==> config.mk <==
export PLATFORM = sky130hd
export DESIGN_NAME = trunc_mod_counter
export DESIGN_NICKNAME = d
export VERILOG_FILES = /design/src/rtl/tmc_pkg.sv /design/src/rtl/tmc_rst_sync.sv /design/src/rtl/tmc_stage.sv /design/src/rtl/trunc_mod_counter.sv
export SDC_FILE = /design/constraint.sdc
export NUM_CORES = 1
export LEC_CHECK = 0
export ABC_AREA = 1
export BUFFER_PORTS_ARGS = -buffer_cell sky130_fd_sc_hd__buf_4
export CORE_MARGIN = 3
export CORE_UTILIZATION = 52
export CTS_CLUSTER_SIZE = 14
export DETAILED_ROUTE_END_ITERATION = 6
export PLACE_DENSITY = 0.8
export SKIP_CTS_REPAIR_TIMING = 1
export SYNTH_ARGS = -nofsm -noshare
export SYNTH_HDL_FRONTEND = slang
export SYNTH_SLANG_ARGS = --single-unit
==> constraint.sdc <==
create_clock -name clk -period 1.2 [get_ports clk]
set_input_delay 0 -clock clk [delete_from_list [all_inputs] [get_ports clk]]
set_output_delay 0 -clock clk [all_outputs]
set_load 0.02 [all_outputs]
==> src/rtl/tmc_pkg.sv <==
`timescale 1ns/1ps
package tmc_pkg;
  // Source chosen for a stage's next value, in priority order.
  typedef enum logic [1:0] {
    SEL_HOLD   = 2'd0,
    SEL_STEP   = 2'd1,
    SEL_RELOAD = 2'd2,
    SEL_LOAD   = 2'd3
  } tmc_sel_e;
endpackage

==> src/rtl/tmc_rst_sync.sv <==
`timescale 1ns/1ps
module tmc_rst_sync #(
  parameter int SYNC_STAGES = 2
) (
  input  logic clk,
  input  logic rst_n,
  output logic rst_sync_n
);
  logic [SYNC_STAGES-1:0] sync_q;
  logic [SYNC_STAGES-1:0] sync_d;

  always_comb begin
    sync_d = {sync_q[SYNC_STAGES-2:0], 1'b1};
  end

  always_ff @(posedge clk or negedge rst_n) begin
    if (!rst_n) sync_q <= '0;
    else        sync_q <= sync_d;
  end

  assign rst_sync_n = sync_q[SYNC_STAGES-1];
endmodule

==> src/rtl/tmc_stage.sv <==
`timescale 1ns/1ps
module tmc_stage
  import tmc_pkg::*;
#(
  parameter int          W      = 4,
  parameter logic [W-1:0] PRESET = '0
) (
  input  logic         clk,
  input  logic         rst_n,
  input  logic         ep,
  input  logic         et,
  input  logic         load,
  input  logic [W-1:0] load_d,
  input  logic         reload,
  output logic [W-1:0] q,
  output logic         rco
);
  localparam logic [W-1:0] ONE = W'(1);

  tmc_sel_e     sel;
  logic [W-1:0] q_nxt;
  logic         adv;

  assign adv = ep & et;

  always_comb begin
    if (load)        sel = SEL_LOAD;
    else if (reload) sel = SEL_RELOAD;
    else if (adv)    sel = SEL_STEP;
    else             sel = SEL_HOLD;
  end

  always_comb begin
    unique case (sel)
      SEL_LOAD:   q_nxt = load_d;
      SEL_RELOAD: q_nxt = PRESET;
      SEL_STEP:   q_nxt = q + ONE;
      default:    q_nxt = q;
    endcase
  end

  always_ff @(posedge clk or negedge rst_n) begin
    if (!rst_n) q <= PRESET;
    else        q <= q_nxt;
  end

  // Terminal count, gated by the carry-side enable.
  assign rco = (&q) & et;

  assert_step_R2: assert property (@(posedge clk) disable iff (!rst_n)
    rst_n && adv && !load && !reload |=> q == $past(q) + ONE);

  assert_hold_R3: assert property (@(posedge clk) disable iff (!rst_n)
    rst_n && !adv && !load |=> $stable(q));

  assert_load_R7: assert property (@(posedge clk) disable iff (!rst_n)
    rst_n && load |=> q == $past(load_d));
endmodule

==> src/rtl/trunc_mod_counter.sv <==
`timescale 1ns/1ps
module trunc_mod_counter #(
  parameter int STAGE_W    = 4,
  parameter int NUM_STAGES = 4,
  parameter logic [STAGE_W*NUM_STAGES-1:0] PRESET = 16'h63C0
) (
  input  logic                          clk,
  input  logic                          rst_n,
  input  logic                          cnt_en_p,
  input  logic                          cnt_en_t,
  input  logic                          load,
  input  logic [STAGE_W*NUM_STAGES-1:0] load_val,
  output logic [STAGE_W*NUM_STAGES-1:0] count,
  output logic                          carry_out
);
  localparam int W = STAGE_W * NUM_STAGES;

  logic              rst_sync_n;
  logic [NUM_STAGES:0] et_chain;
  logic              reload;

  tmc_rst_sync #(.SYNC_STAGES(2)) u_rst (
    .clk        (clk),
    .rst_n      (rst_n),
    .rst_sync_n (rst_sync_n)
  );

  assign et_chain[0] = cnt_en_t;
  // Whole chain at all-ones with counting enabled: reload the preset.
  assign reload = cnt_en_p & et_chain[NUM_STAGES];

  for (genvar g = 0; g < NUM_STAGES; g++) begin : g_stage
    tmc_stage #(
      .W      (STAGE_W),
      .PRESET (PRESET[g*STAGE_W +: STAGE_W])
    ) u_stage (
      .clk    (clk),
      .rst_n  (rst_sync_n),
      .ep     (cnt_en_p),
      .et     (et_chain[g]),
      .load   (load),
      .load_d (load_val[g*STAGE_W +: STAGE_W]),
      .reload (reload),
      .q      (count[g*STAGE_W +: STAGE_W]),
      .rco    (et_chain[g+1])
    );
  end

  assign carry_out = et_chain[NUM_STAGES];

  assert_reload_R5: assert property (@(posedge clk) disable iff (!rst_sync_n)
    rst_sync_n && (&count) && cnt_en_p && cnt_en_t && !load |=> count == PRESET);

  assert_no_reload_R6: assert property (@(posedge clk) disable iff (!rst_sync_n)
    rst_sync_n && (&count) && !cnt_en_p && !load |=> (&count));

  assert_carry_set_R4: assert property (@(posedge clk) disable iff (!rst_sync_n)
    (&count) && cnt_en_t |-> carry_out);

  assert_carry_only_R4: assert property (@(posedge clk) disable iff (!rst_sync_n)
    carry_out |-> (&count) && cnt_en_t);

  always_comb begin
    if (!rst_sync_n) assert_rst_R1: assert (count == PRESET || !rst_n || $isunknown(count));
  end

  logic [W-1:0] unused_w;
  assign unused_w = '0;
endmodule

* Word-level counts from Yosys, hierarchy flattened *
Index checks and enable logic that the tools add are counted.

word-level totals
  latch bits = 0
  word-level logic and storage cells = 54
  ROM bits = 0
  memories kept = 0
  RAM bits = 0
  flip-flop bits (word level) = 18
  input port bits = 21

cells by class
  multiplexer cells = 16
  add/sub/neg operators = 4
  multiply operators = 0
  order comparisons = 0
  equal/unequal tests = 12
  reduce and logical (&&, ||, !) cells = 8
  shift-type cells = 0
  divide/modulo/power cells = 0
  bitwise operators = 9

operators with widths
  operator                                              number
  case mux 4 bit (3 select lines)                       4
  adder 4 x 1 -> 4 bit (second input constant)          4
  equality test 2 bit (second input constant)           8
  two-way mux 2 bit                                     8
  AND reduction 4 bit                                   4
  nonzero test 3 bit                                    4
  AND 1 bit                                             9
  equality test 2 x 1 -> 1 bit (second input constant)  4
  two-way mux 1 bit                                     4

* Longest topological paths before layout *
  depth in word-level cells = 10
  depth in mapped cells = 14
  gate-level depth less buffers = 14

* Modules after synthesis *
From an unflattened synthesis, not the netlist that was laid out.

second synthesis, totals
  cell total of the unflattened synthesis = 174
  area, all modules = 1226.2 µm²

by module, submodules not included
  module                           cells an instance  area each (µm²)  times used
  tmc_stage at g_stage[2].u_stage  44                 296.5            1
  tmc_stage at g_stage[1].u_stage  43                 295.3            1
  tmc_stage at g_stage[3].u_stage  42                 290.3            1
  tmc_stage at g_stage[0].u_stage  40                 282.8            1
  tmc_rst_sync                     3                  53.8             1
  trunc_mod_counter                2                  7.5              1

* Worst setup path after synthesis *
Ideal clock, no wire load.

  path kind = flip-flop to flip-flop
  from = register g_stage[2].u_stage.q[0]
  to = register g_stage[3].u_stage.q[1]
  arrival time = 2.288 ns
  setup slack = -1.167 ns
  cell stages (with the launch flop) = 13
  setup time = 0.079 ns
  data required time = 1.121 ns
  cells stage by stage = dfstp_2 ha_1 nand3_2 nor2_4 inv_1 o21ai_2 inv_1 ha_1 nor2_1 nand2_1 o21ai_0 inv_1 o21ai_0

on the way
  cells in the longest elaborated chain, start to end = 8
  elaborated cells on any way between the ends = 13

RTL lines
  item                                                                          line                                      text
  start, declared                                                               tmc_stage.sv:15                           output logic [W-1:0] q,
  start signal, assigned                                                        tmc_stage.sv:44                           else q <= q_nxt;
  AND reduction 4 bit (*)                                                       tmc_stage.sv:48                           assign rco = (&q) & et;
  AND 1 bit (*)                                                                 tmc_stage.sv:48
  AND 1 bit, on equally long branches                                           tmc_stage.sv:24, tmc_stage.sv:48
  two-way mux 1 bit / AND 1 bit (equally long branches)                         tmc_stage.sv:29, trunc_mod_counter.sv:30
  two-way mux 2 bit (*)                                                         tmc_stage.sv:28                           else if (reload) sel = SEL_RELOAD;
  two-way mux 2 bit (*)                                                         tmc_stage.sv:27                           if (load) sel = SEL_LOAD;
  equality test 2 x 1 -> 1 bit / equality test 2 bit (equally long branches)    tmc_stage.sv:34                           unique case (sel)
  case mux 4 bit (3 select lines) / nonzero test 3 bit (equally long branches)  -
  end signal, assigned                                                          tmc_stage.sv:44
  end, declared                                                                 tmc_stage.sv:15

Every way passes the cells marked *; elsewhere a longest branch is shown, timed or not.
A chain may end at the register's enable or synchronous reset.

* Final worst setup path *
  from = register g_stage[1].u_stage.q[1]
  to = register g_stage[3].u_stage.q[1]

on the way
  cells in the longest elaborated chain, start to end = 9
  elaborated cells on any way between the ends = 14

RTL lines
  item                                                                          line
  start, declared                                                               tmc_stage.sv:15
  start signal, assigned                                                        tmc_stage.sv:44
  AND reduction 4 bit (*)                                                       tmc_stage.sv:48
  AND 1 bit (*) (2 in series)                                                   tmc_stage.sv:48
  AND 1 bit, on equally long branches                                           tmc_stage.sv:24, tmc_stage.sv:48
  two-way mux 1 bit / AND 1 bit (equally long branches)                         tmc_stage.sv:29, trunc_mod_counter.sv:30
  two-way mux 2 bit (*)                                                         tmc_stage.sv:28
  two-way mux 2 bit (*)                                                         tmc_stage.sv:27
  equality test 2 x 1 -> 1 bit / equality test 2 bit (equally long branches)    tmc_stage.sv:34
  case mux 4 bit (3 select lines) / nonzero test 3 bit (equally long branches)  -

Marks and branches as above.

==> impl_results.md <==
* Total number of clock tree sinks at 18
* Number of synthesized register bits at 18
* Number of placed I/O pins at 38
* Die height at 57.0 um
* Crit path to: g_stage[3].u_stage.q[1]
* Pin count of the biggest net entering global routing at 11
* Final clock skew at 0.00136 ns
* Clock tree from TritonCTS: done
* Setup CP Type: flip-flop to flip-flop
* Starting DRT DRC Count at 67
* Proportion of power drawn by combinational gates at 46.6%
* Synthesized Nets at 214
* Most frequent cells in the layout: 69 x buf_4, 29 x nand2_1, 25 x inv_1, 16 x a21oi_1
* Final cycle utilization of the critical path at 176%
* Standard cell area after detailed placement at 2040 sq um
* Worst flop-to-flop path startpoint: g_stage[1].u_stage.q[1]
* Layout net count at 289
* CORE AREA at 2340 sq um
* Post-synth top area share at 22.2%
* Number of placed cells counting well taps at 273
* CP endpoint kind: flip-flop
* Startpoint type of the worst setup path: flip-flop
* Crit path DAT at 2.35 ns
* Most frequent standard cell in the layout excluding fill and tap cells: buf_4
* Number of antenna violations at the first check in global routing at 0
* Cell count after synthesis at 178
* Site row count at 17
* Clock group share of total power at 18.0%
* Area growth syn-to-layout at 56.9%
* Critical path peak fanout at 5
* Buffers on Ports at 37
* CP required at 1.44 ns
* CP delay by family, top: simple AND/OR/NAND/NOR gates
* Detail-routed via count per cell at 5.46
* Count of different cell masters after synthesis at 23
* Die boundary width at 57.0 um
* Total of max-cap violations at 0
* Post-route cell area at 2120 sq um
* Clock Latency Late Sink at 0.30 ns
* Static Leak at 1.05 nW
* Worst Hold Slack at -0.0135 ns
* Worst hold-check path type: primary input to async pin
* Internal Power at 1.40 mW
* Library cell appearing most often on the critical path: nor2_4
* Average detailed-routed wire length per instance at 14.4 um
* Peak VDD IR at 904 uV
* Depth of the most critical reg-to-reg path at 13
* Number of CTS-inserted buffers at 3
* Number of max-slew violations in the final report at 0
* First-pass GRT wire length at 6.58 mm
* Largest area contributor in the synthesized netlist: dfrtp_1
* Vias in the first global route at 1,610
* Total inserted antenna cells at 0
* Pre-CTS worst setup slack at -0.841 ns
* Synthesized area per cell at 7.61 sq um
* Reg2reg end: g_stage[3].u_stage.q[1]
* Buf+Inv Stages, Crit Path at 1
* Setup crit start: g_stage[1].u_stage.q[1]
* Fraction of layout instances using a drive strength above 1 at 46.0%
* Final hold viol count at 2
* Overflow left after global routing at 0
* Net load switching power at 0.820 mW
* Cell with the largest stage delay on the worst path: dfrtp_1
* Total number of cells along the worst setup path at 13
* Share of synthesized area occupied by flip-flops and latches at 33.8%
* DRC at 0
* Maximum clock frequency at 0.473 GHz
* Clk buf depth at 2
* Clock slew at reported path FFs at 0.12 ns
* PD cells at 1050 nW/um^2
* Fraction of power spent switching nets at 36.9%
* Number of nets still failing antenna checks after routing at 0
* Register-to-register setup slack at -0.91 ns
* Portion of total power attributed to sequential cells at 35.4%
* Netlist area before placement at 1350 sq um
* Pre-antenna DRT Iters at 4
* Result of the run: finished, violations left
* Starting utilization of the core area at 57.9%
* Setup repair after global routing missed its margin: yes
* Top cells by area in the synthesized netlist: dfrtp_1 22%, ha_1 14%, dfstp_2 12%, nand2_1 8.6%, inv_1 8.3%
* Yosys warning count at 0
* Setup violators final at 17
* All-layer global routing usage at 25.0%
* Clk Tree Root Cell: clkbuf_4
* Sum of net half-perimeters after detailed placement at 3.19 mm
* Weighted congestion reported at the end of routability-driven placement at 0.911
* Setup slack after layout at -0.914 ns
* Total detailed-routing wirelength at 4.02 mm
* Floorplan die area at 3250 sq um
* CP Cell Sequence: ha_1 -> nand2_1 -> nor2_4 -> nand3_2 -> nor2_2 -> nor2_4 -> nor2_2 -> ha_4 -> nor2_4 -> nand2_1 -> o21ai_1 -> inv_1 -> o21ai_1
* Crit path largest cell delay at 0.39 ns
* Fin cells at 280
* Deepest level of the CTS H-tree at 1
* Number of vias in the routed layout at 1,529
* Final min period at 2.11 ns
* Violations in the final reports: negative hold slack, negative setup slack
==> cells by family after synthesis <==
group / after synthesis / share of synthesized area [%]
fa+ha+maj: 15 / 13.9
flops: 18 / 33.8
simple gates: 77 / 27.6
compound gates: 34 / 15.3
buf+inv: 33 / 9.15
other cells: 1 / 0.277
==> flip-flops by register name (all words and copies together) (netlist names) <==
register	cells
u_rst.sync_q	2
g_stage.u_stage.q	16
==> final cells by class <==
| type | instances | area [sq um] |
|---|---|---|
| clock buffers | 4 | 36.3 |
| fillers | 106 | 215 |
| inverters | 30 | 115 |
| multi-input cells | 127 | 920 |
| flip-flops and latches | 18 | 458 |
| well taps | 28 | 35.0 |
| repair buffers | 73 | 561 |
==> power by group through the flow <==
| stage | Sequential (mW) | Clock, mW | Combinational (mW) |
|---|---|---|---|
| 4_1_cts | 0.784 | 0.404 | 1.02 |
| 5_1_grt | 0.799 | 0.427 | 1.13 |
| 3_5_place_dp | 0.796 | 0 | 1.01 |
| 2_1_floorplan | 0.951 | 0 | 0.381 |
| 3_3_place_gp | 0.792 | 0 | 0.967 |
| 6_report | 0.786 | 0.401 | 1.04 |
==> synthesized netlist by cell type, drive strengths merged <==
cell type  number
dfrtp          12
dfstp           6
clkbuf          3
a22oi           8
o22ai           2
nand2          33
a21oi          16
conb            1
nor2           22
o31ai           1
inv            30
o22a            1
nand3          16
o21ai           5
nand4           5
or2             1
ha             15
a41oi           1
==> metal layers <==
metal	part of all wire (%)	vias to the layer above	global-route usage, %
met5	0	-	0
met2	53	54	47.8
met1	39	726	27.4
met4	2.5	0	8.94
li1	-	737	-
met3	5.2	12	3.85
==> through the flow <==
stage | util [%] | setup TNS [ns] | power, mW | hold WS (ns)
final | 90.8 | -13.45 | 2.22 | -0.0135
after global routing | 90.8 | -15.19 | 2.35 | 0.00332
after CTS | 88.6 | -13.49 | 2.20 | -0.554
after detailed placement | 87.0 | -12.76 | 1.81 | -0.217
after global placement | 87.0 | -11.58 | 1.76 | -0.218
after floorplan | - | -13.32 | 1.33 | -0.296
==> how the worst min path moves through the flow <==
| stage | slack [ns] | endpoint | start |
|---|---|---|---|
| after floorplan | -0.30 | u_rst.sync_q[0] | rst_n |
| after global placement | -0.22 | u_rst.sync_q[0] | rst_n |
| after detailed placement | -0.22 | u_rst.sync_q[1] | rst_n |
| after CTS | -0.55 | u_rst.sync_q[1] | rst_n |
| after global routing | 0.003 | u_rst.sync_q[1] | rst_n |
| final | -0.01 | u_rst.sync_q[0] | rst_n |
No activity file was read; power rests on OpenSTA's default activity.
